## config.mk

```make
export PLATFORM = sky130hd
export DESIGN_NAME = trap_vector_unit
export DESIGN_NICKNAME = d
export VERILOG_FILES = /design/src/rtl/trap_vec_pkg.sv /design/src/rtl/trap_cfg_regs.sv /design/src/rtl/trap_select.sv /design/src/rtl/trap_level_ctl.sv /design/src/rtl/trap_vector_unit.sv
export SDC_FILE = /design/constraint.sdc
export NUM_CORES = 1
export LEC_CHECK = 0
export BUFFER_PORTS_ARGS = -buffer_cell sky130_fd_sc_hd__buf_2
export CORE_MARGIN = 4
export CORE_UTILIZATION = 56
export CTS_CLUSTER_DIAMETER = 150
export DETAILED_ROUTE_END_ITERATION = 7
export PLACE_DENSITY = 0.92
export SLEW_MARGIN = 5
export SYNTH_ARGS = -nofsm -noshare
export SYNTH_HDL_FRONTEND = slang
export SYNTH_SLANG_ARGS = --single-unit
```

## constraint.sdc

```tcl
create_clock -name clk -period 8.3 [get_ports clk]
set_input_delay 1.66 -clock clk [delete_from_list [all_inputs] [get_ports clk]]
set_output_delay 1.66 -clock clk [all_outputs]
set_load 0.01 [all_outputs]
```

## src/rtl/trap_vec_pkg.sv

```systemverilog
package trap_vec_pkg;

    localparam int TYPE_W        = 9;
    localparam int TL_W          = 3;
    localparam int SLOT_SHIFT    = 5;
    localparam int HALF_SLOTS    = 512;
    localparam int HW_TYPE_BASE  = 8;
    localparam int IRQ_TYPE_BASE = 64;
    localparam int SW_TYPE_BASE  = 256;
    localparam int SW_NUM_W      = 6;
    localparam int IRQ_W         = 4;

    typedef enum logic [2:0] {
        LVL0    = 3'd0,
        LVL1    = 3'd1,
        LVL2    = 3'd2,
        LVL3    = 3'd3,
        LVL_ERR = 3'd4
    } tl_state_e;

    typedef enum logic [1:0] {
        SRC_NONE = 2'd0,
        SRC_HW   = 2'd1,
        SRC_SW   = 2'd2,
        SRC_IRQ  = 2'd3
    } trap_src_e;

    typedef struct packed {
        logic              take;
        trap_src_e         src;
        logic [TYPE_W-1:0] ttype;
    } trap_pick_t;

endpackage

```

## src/rtl/trap_cfg_regs.sv

```systemverilog
module trap_cfg_regs
    import trap_vec_pkg::*;
#(
    parameter int ADDR_W = 32
) (
    input  logic              clk,
    input  logic              rst_n,
    input  logic              wr_en,
    input  logic              wr_sel,
    input  logic [ADDR_W-1:0] wr_data,
    output logic [ADDR_W-1:0] base_q,
    output logic [IRQ_W-1:0]  pil_q
);

    localparam logic [IRQ_W-1:0] PIL_RESET = '1;

    always_ff @(posedge clk) begin
        if (!rst_n) begin
            base_q <= '0;
            pil_q  <= PIL_RESET;
        end else if (wr_en) begin
            if (!wr_sel) begin
                base_q <= {wr_data[ADDR_W-1:SLOT_SHIFT], {SLOT_SHIFT{1'b0}}};
            end else begin
                pil_q  <= wr_data[IRQ_W-1:0];
            end
        end
    end

endmodule

```

## src/rtl/trap_select.sv

```systemverilog
module trap_select
    import trap_vec_pkg::*;
#(
    parameter int N_HW = 8
) (
    input  logic [N_HW-1:0]     hw_req,
    input  logic                sw_req,
    input  logic [SW_NUM_W-1:0] sw_num,
    input  logic [IRQ_W-1:0]    irq_lvl,
    input  logic [IRQ_W-1:0]    pil,
    input  logic                block,
    output trap_pick_t          pick
);

    localparam int IDX_W = (N_HW > 1) ? $clog2(N_HW) : 1;

    logic [N_HW:0]   seen;
    logic [N_HW-1:0] first;
    logic [IDX_W-1:0] hw_idx;
    logic            hw_any;
    logic            irq_ok;

    assign seen[0] = 1'b0;

    for (genvar g = 0; g < N_HW; g++) begin : g_chain
        assign first[g]  = hw_req[g] & ~seen[g];
        assign seen[g+1] = seen[g] | hw_req[g];
    end

    assign hw_any = seen[N_HW];
    assign irq_ok = (irq_lvl > pil);

    always_comb begin
        hw_idx = '0;
        for (int i = 0; i < N_HW; i++) begin
            if (first[i]) begin
                hw_idx = hw_idx | IDX_W'(i);
            end
        end
    end

    always_comb begin
        pick.take  = 1'b0;
        pick.src   = SRC_NONE;
        pick.ttype = '0;
        if (hw_any) begin
            pick.src   = SRC_HW;
            pick.ttype = TYPE_W'(HW_TYPE_BASE) + TYPE_W'(hw_idx);
        end else if (sw_req) begin
            pick.src   = SRC_SW;
            pick.ttype = TYPE_W'(SW_TYPE_BASE) + TYPE_W'(sw_num);
        end else if (irq_ok) begin
            pick.src   = SRC_IRQ;
            pick.ttype = TYPE_W'(IRQ_TYPE_BASE) + TYPE_W'(irq_lvl);
        end
        pick.take = (pick.src != SRC_NONE) && !block;
    end

    // the one-hot winner of the hardware chain
    always_comb begin
        a_r1_single_hw_winner: assert ($onehot0(first));
    end

endmodule

```

## src/rtl/trap_level_ctl.sv

```systemverilog
module trap_level_ctl
    import trap_vec_pkg::*;
(
    input  logic            clk,
    input  logic            rst_n,
    input  logic            take,
    input  logic            ret,
    output tl_state_e       state_q,
    output logic [TL_W-1:0] tl,
    output logic            err,
    output logic            block
);

    tl_state_e state_d;

    always_comb begin
        state_d = state_q;
        unique case (state_q)
            LVL0: begin
                if (take) state_d = LVL1;
            end
            LVL1: begin
                if (take && !ret)      state_d = LVL2;
                else if (ret && !take) state_d = LVL0;
            end
            LVL2: begin
                if (take && !ret)      state_d = LVL3;
                else if (ret && !take) state_d = LVL1;
            end
            LVL3: begin
                if (take && !ret)      state_d = LVL_ERR;
                else if (ret && !take) state_d = LVL2;
            end
            LVL_ERR: begin
                if (ret) state_d = LVL3;
            end
            default: state_d = LVL0;
        endcase
    end

    always_ff @(posedge clk) begin
        if (!rst_n) state_q <= LVL0;
        else        state_q <= state_d;
    end

    always_comb begin
        tl    = TL_W'(state_q);
        err   = (state_q == LVL_ERR);
        block = (state_q == LVL_ERR);
    end

    a_r5_raise_one: assert property (@(posedge clk) disable iff (!rst_n)
        (take && !ret && state_q != LVL_ERR) |=> (tl == $past(tl) + 3'd1));

    a_r5_floor_at_zero: assert property (@(posedge clk) disable iff (!rst_n)
        (ret && !take && state_q == LVL0) |=> (state_q == LVL0));

    a_r5_paired_hold: assert property (@(posedge clk) disable iff (!rst_n)
        (take && ret && state_q != LVL0 && state_q != LVL_ERR) |=> $stable(state_q));

    a_r6_err_exit: assert property (@(posedge clk) disable iff (!rst_n)
        (state_q == LVL_ERR && ret) |=> (state_q == LVL3));

endmodule

```

## src/rtl/trap_vector_unit.sv

```systemverilog
module trap_vector_unit
    import trap_vec_pkg::*;
#(
    parameter int N_HW   = 8,
    parameter int ADDR_W = 32
) (
    input  logic                clk,
    input  logic                rst_n,
    input  logic [N_HW-1:0]     hw_req,
    input  logic                sw_req,
    input  logic [5:0]          sw_num,
    input  logic [3:0]          irq_lvl,
    input  logic                ret_req,
    input  logic                cfg_wr,
    input  logic                cfg_sel,
    input  logic [ADDR_W-1:0]   cfg_wdata,
    output logic                vec_valid,
    output logic                save_stb,
    output logic [8:0]          vec_type,
    output logic [ADDR_W-1:0]   vec_addr,
    output logic [2:0]          trap_level,
    output logic                level_err
);

    localparam int OFF_W = TYPE_W + 1 + SLOT_SHIFT;

    logic [ADDR_W-1:0] base_q;
    logic [IRQ_W-1:0]  pil_q;
    trap_pick_t        pick;
    tl_state_e         lvl_state;
    logic              lvl_block;
    logic              upper_half;
    logic [OFF_W-1:0]  slot_off;
    logic [ADDR_W-1:0] addr_d;

    trap_cfg_regs #(.ADDR_W(ADDR_W)) u_cfg (
        .clk     (clk),
        .rst_n   (rst_n),
        .wr_en   (cfg_wr),
        .wr_sel  (cfg_sel),
        .wr_data (cfg_wdata),
        .base_q  (base_q),
        .pil_q   (pil_q)
    );

    trap_select #(.N_HW(N_HW)) u_sel (
        .hw_req  (hw_req),
        .sw_req  (sw_req),
        .sw_num  (sw_num),
        .irq_lvl (irq_lvl),
        .pil     (pil_q),
        .block   (lvl_block),
        .pick    (pick)
    );

    trap_level_ctl u_lvl (
        .clk     (clk),
        .rst_n   (rst_n),
        .take    (pick.take),
        .ret     (ret_req),
        .state_q (lvl_state),
        .tl      (trap_level),
        .err     (level_err),
        .block   (lvl_block)
    );

    assign upper_half = (lvl_state != LVL0);
    assign slot_off   = {upper_half, pick.ttype, {SLOT_SHIFT{1'b0}}};
    assign addr_d     = base_q + ADDR_W'(slot_off);

    always_ff @(posedge clk) begin
        if (!rst_n) begin
            vec_valid <= 1'b0;
            save_stb  <= 1'b0;
            vec_type  <= '0;
            vec_addr  <= '0;
        end else begin
            vec_valid <= pick.take;
            save_stb  <= pick.take;
            if (pick.take) begin
                vec_type <= pick.ttype;
                vec_addr <= addr_d;
            end
        end
    end

    a_r7_take_gives_valid: assert property (@(posedge clk) disable iff (!rst_n)
        pick.take |=> (vec_valid && save_stb));

    a_r4_slot_aligned: assert property (@(posedge clk) disable iff (!rst_n)
        vec_valid |-> (vec_addr[SLOT_SHIFT-1:0] == '0));

    a_r6_quiet_at_error: assert property (@(posedge clk) disable iff (!rst_n)
        level_err |=> !vec_valid);

    a_r2_irq_above_mask: assert property (@(posedge clk) disable iff (!rst_n)
        (pick.take && pick.src == SRC_IRQ) |=>
            (vec_type > 9'(IRQ_TYPE_BASE) && $past(irq_lvl) > $past(pil_q)));

endmodule

```

== Word level (Yosys, flattened, before mapping) ==
Cells that the tools add are included.

* Bits in registers: 76
* Bits of input ports: 56
* Output and inout bits: 47
* Word-level logic and storage cells: 73

* $add $sub $neg: 4
* Magnitude comparators: 1
* Eq/ne operators: 9
* Mux-type cells: 19
* Bitwise gates (word level): 22
* Reduce and logical (&&, ||, !) cells: 12

{| class="wikitable"
|+ Operators by type and width
! operator !! count
|-
| $mux 3 || 12
|-
| $mux 11 || 3
|-
| $add 32x15->32 || 1
|-
| $pmux 3 s5 || 1
|-
| $add 9x6->9 const A || 1
|-
| $ne 3x1->1 const B || 3
|-
| $add 7x4->8 const A || 1
|-
| $not 1->1 || 8
|-
| $and 1x1->1 || 7
|-
| $or 1x1->1 || 7
|-
| $eq 3x2->1 const B || 2
|-
| $add 4x3->5 const A || 1
|-
| $reduce_and 5->1 || 1
|-
| $gt 4x4->1 || 1
|-
| $mux 2 || 2
|-
| $reduce_and 2->1 || 2
|-
| $eq 3x1->1 const B || 1
|-
| $eq 3x3->1 const B || 1
|-
| $logic_and 1x1->1 || 3
|-
| $logic_not 1->1 || 3
|-
| $logic_not 3->1 || 1
|-
| $reduce_bool 3->1 || 1
|-
| $ne 2x1->1 const B || 1
|-
| $ne 2x2->1 const B || 1
|-
| other kinds (2) || 2
|}

== Logic depth before layout (Yosys ltp) ==
Gate-level depths: netlist of the first run.

* Depth in word-level cells: 18
* Gate-level depth with buffers: 16
* Mapped depth without buffers: 16

== Cells and area by module ==
From an unflattened synthesis of the first run, not the netlist that was laid out.

* Cells, all modules: 507
* Area total of the unflattened synthesis: 4420.5 sq um

{| class="wikitable"
|+ Modules (own cells, without submodules)
! module !! times used !! cells each !! area an instance (sq um) !! seq. area each (sq um)
|-
| trap_vector_unit || 1 || 288 || 2522.4 || 840.8
|-
| trap_cfg_regs || 1 || 141 || 1302.5 || 620.6
|-
| trap_select || 1 || 50 || 344.1 || 0.0
|-
| trap_level_ctl || 1 || 28 || 251.5 || 60.1
|}

== Worst setup path after synthesis of the first run ==
No wires, ideal clock.

* Path type: in2reg
* Start: input irq_lvl[1]
* End: register vec_addr[13]
* Setup time: 86 ps
* Arrival time: 4538 ps
* Required time: 8214 ps
* Path slack: 3676 ps
* Stages: 15
* Buffers on the path: 0
* Cells stage by stage: ha_1 > nor2b_1 > o211a_1 > o21ai_1 > nor3_1 > o21ai_0 > inv_1 > ha_1 > fa_1 > a211oi_1 > o21ai_0 > a21oi_1 > nor2b_1 > xnor2_1 > a211oi_1

{| class="wikitable"
|+ RTL lines
! element !! line !! text
|-
| start, declared || trap_vector_unit.sv:12 || <nowiki>input logic [3:0] irq_lvl,</nowiki>
|-
| end signal, assigned || trap_vector_unit.sv:82 || <nowiki>vec_addr <= addr_d;</nowiki>
|-
| end, declared || trap_vector_unit.sv:20 || <nowiki>output logic [ADDR_W-1:0] vec_addr,</nowiki>
|}

==> results.cfg, run 1 <==
[critical_path]
critPathKind = input port to register
crit_required_ns = 8.50
startpoint_type = input port
path_buf_inv = 2
cp_common_cell = ha_1
max_stage_delay_ns = 0.56
path_delay_family = compound AO/OA/AOI/OAI gates
crit_arrival_ns = 5.22
worstPathMaxFanout = 7
endpoint_kind = register
cp_cell_sequence = buf_2 -> ha_1 -> nor2b_1 -> o211a_1 -> o21ai_1 -> nor3_1 -> o21ai_0 -> inv_1 -> ha_1 -> fa_1 -> a211oi_1 -> o211ai_1 -> and2_1 -> nand3_1 -> xor2_1 -> a21oi_1
cp.depth = 16
r2r_cells = 16
cpMaxStageDelayCell = o21ai_1

[pwr]
power.density_mw_per_mm2 = 176.7
pwr-share-comb_pct = 13.0
seq_power_share_pct = 49.0
p_leak_nw = 1.910
power_frac_clock_pct = 38.1
internal_power_mw = 0.5341
switching_power_mw = 0.2110
ir_drop_mv = 0.1122
p_total_mw = 0.7451
swShare_pct = 28.32

[cells_and_area]
instances_no_fill = 612
nNetsFinal = 602
area_growth_pct = 17.09
antenna_cells = 0
drive_gt1_share_pct = 22.72

[clocking]
root_buffer = clkbuf_8
cts_resized = 0
worst_skew_pair.late_latency_ns = 0.35
clockBufferDepth = 2
hold_buffers = 0
htree_num_levels = 3
post_cts.repair.setup_buffers = 0
cts_buffers = 9
clk_pin_slew_ns = 0.09
cts_tree = done
cts_sinks = 70

[sta]
finalCriticalPeriod_ns = 5.023
fin_skew_ns = 0.01498
clock.fmax_mhz = 199.1
finalHoldViolCount = 0
whs_ns = 0.4565
setup_viol = 0
tns_ns = 0
finalMaxSlewViolations = 0
timing_worst_slew_pin_value_ns = 1.128
rsz0062_at_grt = false
slew_headroom_pct = 24.60
finalCritPeriodShare_pct = 60.52

[synthesis]
synth_area_mm2 = 0.003602
yosysTopAreaCellShare_pct = 38.90
synth_area_leader_cell = dfxtp_1
synth.most_common_cell = nand2_1
synth_top_family_by_area = simple AND/OR/NAND/NOR gates
synth_cells = 451
synth_cell_types = 54
syn_area_per_cell_um2 = 7.987
synthFlopType = dfxtp_1
muxShareOfSynthArea_pct = 0.5557
yosys_warnings = 0
synth_common_cells = 90 x nand2_1, 70 x dfxtp_1, 63 x a21oi_1, 23 x o21ai_0, 21 x nand3_1
async_reset_ff_share_pct = 0
synth_edf_count = 0
yosysSeqAreaShare_pct = 38.90
synth-simple-area-share_pct = 21.95
synth-seq-cells = 70
synth_compound_area_share_pct = 20.88
synthAdderAreaFrac_pct = 5.071
synth_xor_area_share_pct = 6.078
yosys-top-cells-area = dfxtp_1 39%, nand2_1 9.4%, a21oi_1 8.8%

[hold_path]
whs_path_depth = 2
min_path_type = register to register

[floorplanning]
die_width_um = 88.20
fp.dieH_um = 88.20
core_area_mm2 = 0.006096
dieArea_mm2 = 0.007779
rows = 28
io_pins = 103
start_util_pct = 59.09

[drt]
drt_iter0_markers = 183
drt_first_pass_iters = 5
via_per_inst = 5.657
drtAntennaViolNets = 0
wl_per_cell_um = 14.87
drt_wl_total_mm = 9.100
drc = 0
vias = 3462

[placed_design]
io_buffers = 95
gp_congestion = 0.8816
hpwl_mm = 6.632
dp.cells = 596

[grt]
grt_pass1_wl_mm = 14.80
grt_usage_pct = 24.11
grt_start_max_net_pins = 51
grt_pass1_vias = 3254
grt_remaining_overflow = 0
antenna_found_initial = 0

[outcome]
status = complete, no violations

[run]
timing.max_cap.violations = 0
flip-flops by register name, indices dropped and copies added, names as in the netlist:
name and cells:
u_cfg.base_q 27, save_stb 1, vec_type 8, u_cfg.pil_q 4
vec_addr 27, u_lvl.state_q 3
cells in the final DEF, fill, tap and decap left out, types with 3 or more instances in the layout:
cell type  instances
a21oi_1           63
a31oi_1            4
nand2_1           90
o211ai_1           6
nand4_1            3
a211oi_1           6
ha_1              13
xor2_1             7
buf_2             95
nand3_1           21
nor3_1             7
a21o_1             4
o21ai_0           23
clkinv_4           3
o31ai_1            3
conb_1             6
inv_1             13
and3_1             4
or3_1              3
xnor2_1           18
nor2_1            20
and2_1             3
dfxtp_1           70
nor2b_1            6
clkbuf_8           9
per-layer routing:
metal	up-vias	track usage (%)	wire length [µm]
li1	1720	-	-
met1	1590	32.18	3935
met2	130	38.95	4390
met3	22	4.798	623
met4	0	8.242	151
met5	-	0	0
cells by family after synthesis:
kind of cell	Yosys count
AOI/OAI and AO/OA	125
and+or+nand+nor	170
adders and majority gates	14
other	1
buffers and inverters	44
xor gates and xnor gates	25
DFF	70
muxes	2
stage by stage:
stage               cell area (µm²)  setup WS, ns  utilization [%]
finish                         4218         3.277            69.19
global route                   4218         3.021            69.19
CTS                            4218         3.313            69.19
detailed placement             4013         2.923            65.83
global placement               4013         3.058            65.83
floorplan                      3621         3.676                -
worst register-to-register path, stage by stage (launching register included):
cell and delay, ns:
dfxtp_1 0.34, inv_1 0.05, ha_1 0.27, nor2b_1 0.14
o211a_1 0.22, o21ai_1 0.56, nor3_1 0.11, o21ai_0 0.33
inv_1 0.08, ha_1 0.23, fa_1 0.43, a211oi_1 0.26
o211ai_1 0.17, and2_1 0.25, nand3_1 0.12, xor2_1 0.17
a21oi_1 0.09
cell type report:
type | instances | area [µm²]
multi-input cells | 342 | 1989
repair buffers | 95 | 475.5
well taps | 75 | 93.84
flip-flops and latches | 70 | 1401
clock buffers | 9 | 123.9
fillers | 499 | 1878
inverters | 14 | 52.55
clock inverters | 7 | 81.33
final timing paths:
check,from,endpoint,slack [ns]
worst max-delay path,irq_lvl[1],vec_addr[27]$_SDFFE_PN0P_,3.28
worst min-delay path,vec_addr[9]$_SDFFE_PN0P_,vec_addr[9]$_SDFFE_PN0P_,0.46
worst max register to register,u_cfg.pil_q[1]$_SDFFE_PN1P_,vec_addr[27]$_SDFFE_PN0P_,4.33
worst min register to register,vec_addr[9]$_SDFFE_PN0P_,vec_addr[9]$_SDFFE_PN0P_,0.46
power groups by stage:
| stage | Clock, mW | Sequential [mW] | Combinational [mW] |
|---|---|---|---|
| after floorplan | 0 | 0.373 | 0.0607 |
| after global placement | 0 | 0.371 | 0.0925 |
| after detailed placement | 0 | 0.372 | 0.0957 |
| after CTS | 0.285 | 0.365 | 0.0963 |
| after global routing | 0.297 | 0.367 | 0.109 |
| final | 0.284 | 0.365 | 0.0966 |
Power figures use the tool's default switching activity.
==> run 2: changes to the inputs <==
- CORE_UTILIZATION: 56 -> 47
- PLACE_DENSITY: 0.92 -> 0.83
- clock period: 8.3 -> 4.3 ns (I/O delays scaled with it)
==> results.cfg, run 2 (synthesis results as in run 1) <==
[outcome]
status = complete, no violations

[grt]
grt_pass1_wl_mm = 14.37
grt_pass1_vias = 3138
antenna_found_initial = 0
grt_remaining_overflow = 0
grt_usage_pct = 19.72
grt_start_max_net_pins = 46

[critical_path]
endpoint_kind = register
crit_arrival_ns = 4.11
cp_common_cell = ha_1
cp_cell_sequence = buf_2 -> ha_1 -> nor2b_1 -> o211a_1 -> o21a_1 -> a221oi_1 -> nor2_1 -> ha_1 -> o211ai_1 -> o21ai_1 -> a41oi_2 -> nor4_1 -> nand3_1 -> nor3b_2
path_buf_inv = 1
crit_required_ns = 4.54
max_stage_delay_ns = 0.43
startpoint_type = input port
worstPathMaxFanout = 5
cpMaxStageDelayCell = nor4_1
path_delay_family = compound AO/OA/AOI/OAI gates
critPathKind = input port to register

[cells_and_area]
antenna_cells = 0
reg_top3 = u_cfg.base_q x27, vec_addr x27, vec_type x8
fillCellCount = 693
multiInputGateArea_mm2 = 0.001989
postLayoutCoreUtil_pct = 58.46
nNetsFinal = 607
register_area_mm2 = 0.001401
final_common_cell = buf_2
layout_common_cells = 95 x buf_2, 90 x nand2_1, 70 x dfxtp_1
drive_gt1_share_pct = 23.43
area_growth_pct = 19.59

[drt]
drt_iter0_markers = 294
drt_first_pass_iters = 5
drtAntennaViolNets = 0
drc = 0
drt_wl_total_mm = 9.041
vias = 3396
wl_per_cell_um = 14.10
via_per_inst = 5.298

[run]
timing.max_cap.violations = 0

[clocking]
worst_skew_pair.late_latency_ns = 0.35
hold_buffers = 0
cts_resized = 0
clk_pin_slew_ns = 0.08
cts_sinks = 70
post_cts.repair.setup_buffers = 0
root_buffer = clkbuf_8
clockBufferDepth = 2
cts_tree = done
cts_buffers = 9
htree_num_levels = 3

[sta]
finalCritPeriodShare_pct = 89.94
clock.fmax_mhz = 258.6
setup_viol = 0
tns_ns = 0
slew_headroom_pct = 29.99
rsz0062_at_grt = false
fin_skew_ns = 0.01008
finalMaxSlewViolations = 0
timing_worst_slew_pin_value_ns = 1.045
finalHoldViolCount = 0
finalCriticalPeriod_ns = 3.868

[hold_path]
min_path_type = register to register

[floorplanning]
start_util_pct = 48.88
core_area_mm2 = 0.007370
die_width_um = 95.55
dieArea_mm2 = 0.009129
fp.dieH_um = 95.55
io_pins = 103
rows = 31

[pwr]
power.density_mw_per_mm2 = 347.1
ir_drop_mv = 0.1737
p_leak_nw = 1.947

[placed_design]
gp_congestion = 0.8744
io_buffers = 95
hpwl_mm = 6.903
## run 2: cell types whose count changed in the layout (fill, tap and decap cells not counted)
cell        change
inv_6           +1
clkinv_4        -1
buf_4           +5
clkinvlp_4      -1
bufinv_16       +1
## run 2: power breakdown
| group | switching (mW) | internal, mW | total, mW |
|---|---|---|---|
| Combinational | 0.111 | 0.0816 | 0.193 |
| Clock | 0.264 | 0.334 | 0.599 |
| Sequential | 0.0254 | 0.678 | 0.704 |
## run 2: path summary, 6_finish.rpt
kind / start / endpoint / cells past startpoint / slack [ns]
setup reg to reg: u_cfg.pil_q[1]$_SDFFE_PN1P_ / vec_addr[26]$_SDFFE_PN0P_ / 14 / 0.69
hold / removal: vec_addr[9]$_SDFFE_PN0P_ / vec_addr[9]$_SDFFE_PN0P_ / 2 / 0.45
setup / recovery: irq_lvl[1] / vec_addr[26]$_SDFFE_PN0P_ / 14 / 0.43
hold reg to reg: vec_addr[9]$_SDFFE_PN0P_ / vec_addr[9]$_SDFFE_PN0P_ / 2 / 0.45
## run 2: final cells by class
| cell class | count | share of cell area (%) |
|---|---|---|
| multi-input cells | 342 | 46.18 |
| inverters | 14 | 1.220 |
| well taps | 99 | 2.875 |
| flip-flops and latches | 70 | 32.53 |
| clock buffers | 9 | 2.875 |
| clock inverters | 7 | 2.411 |
| repair buffers | 100 | 11.91 |
## run 2: per-layer routing
layer	routed length [µm]	up-vias	global-route usage, %
met5	0	-	0
met4	130	0	7.583
met3	511	12	3.236
met2	4448	108	33.29
met1	3952	1549	25.06
li1	-	1727	-
## run 2: worst register-to-register path, cell delays in order, from the launching register on
cell,delay [ns]
dfxtp_1,0.34
inv_1,0.04
ha_1,0.27
nor2b_1,0.14
o211a_1,0.22
o21a_1,0.23
a221oi_1,0.37
nor2_1,0.11
ha_1,0.38
o211ai_1,0.13
o21ai_1,0.29
a41oi_2,0.25
nor4_1,0.43
nand3_1,0.12
nor3b_2,0.18
## run 2: per-stage QoR
stage               worst slack, ns  hold slack [ns]  power, mW  cell area [µm²]  std cells
finish                       0.4324           0.4509      1.495             4308        641
global route                 0.1594           0.4792      1.552             4308        641
CTS                          0.4440           0.4516      1.500             4308        641
detailed placement          0.08641           0.4428     0.9097             4080        625
global placement             0.2140           0.4380     0.9018             4080        625
floorplan                    0.4764           0.4405     0.8370             3621        456
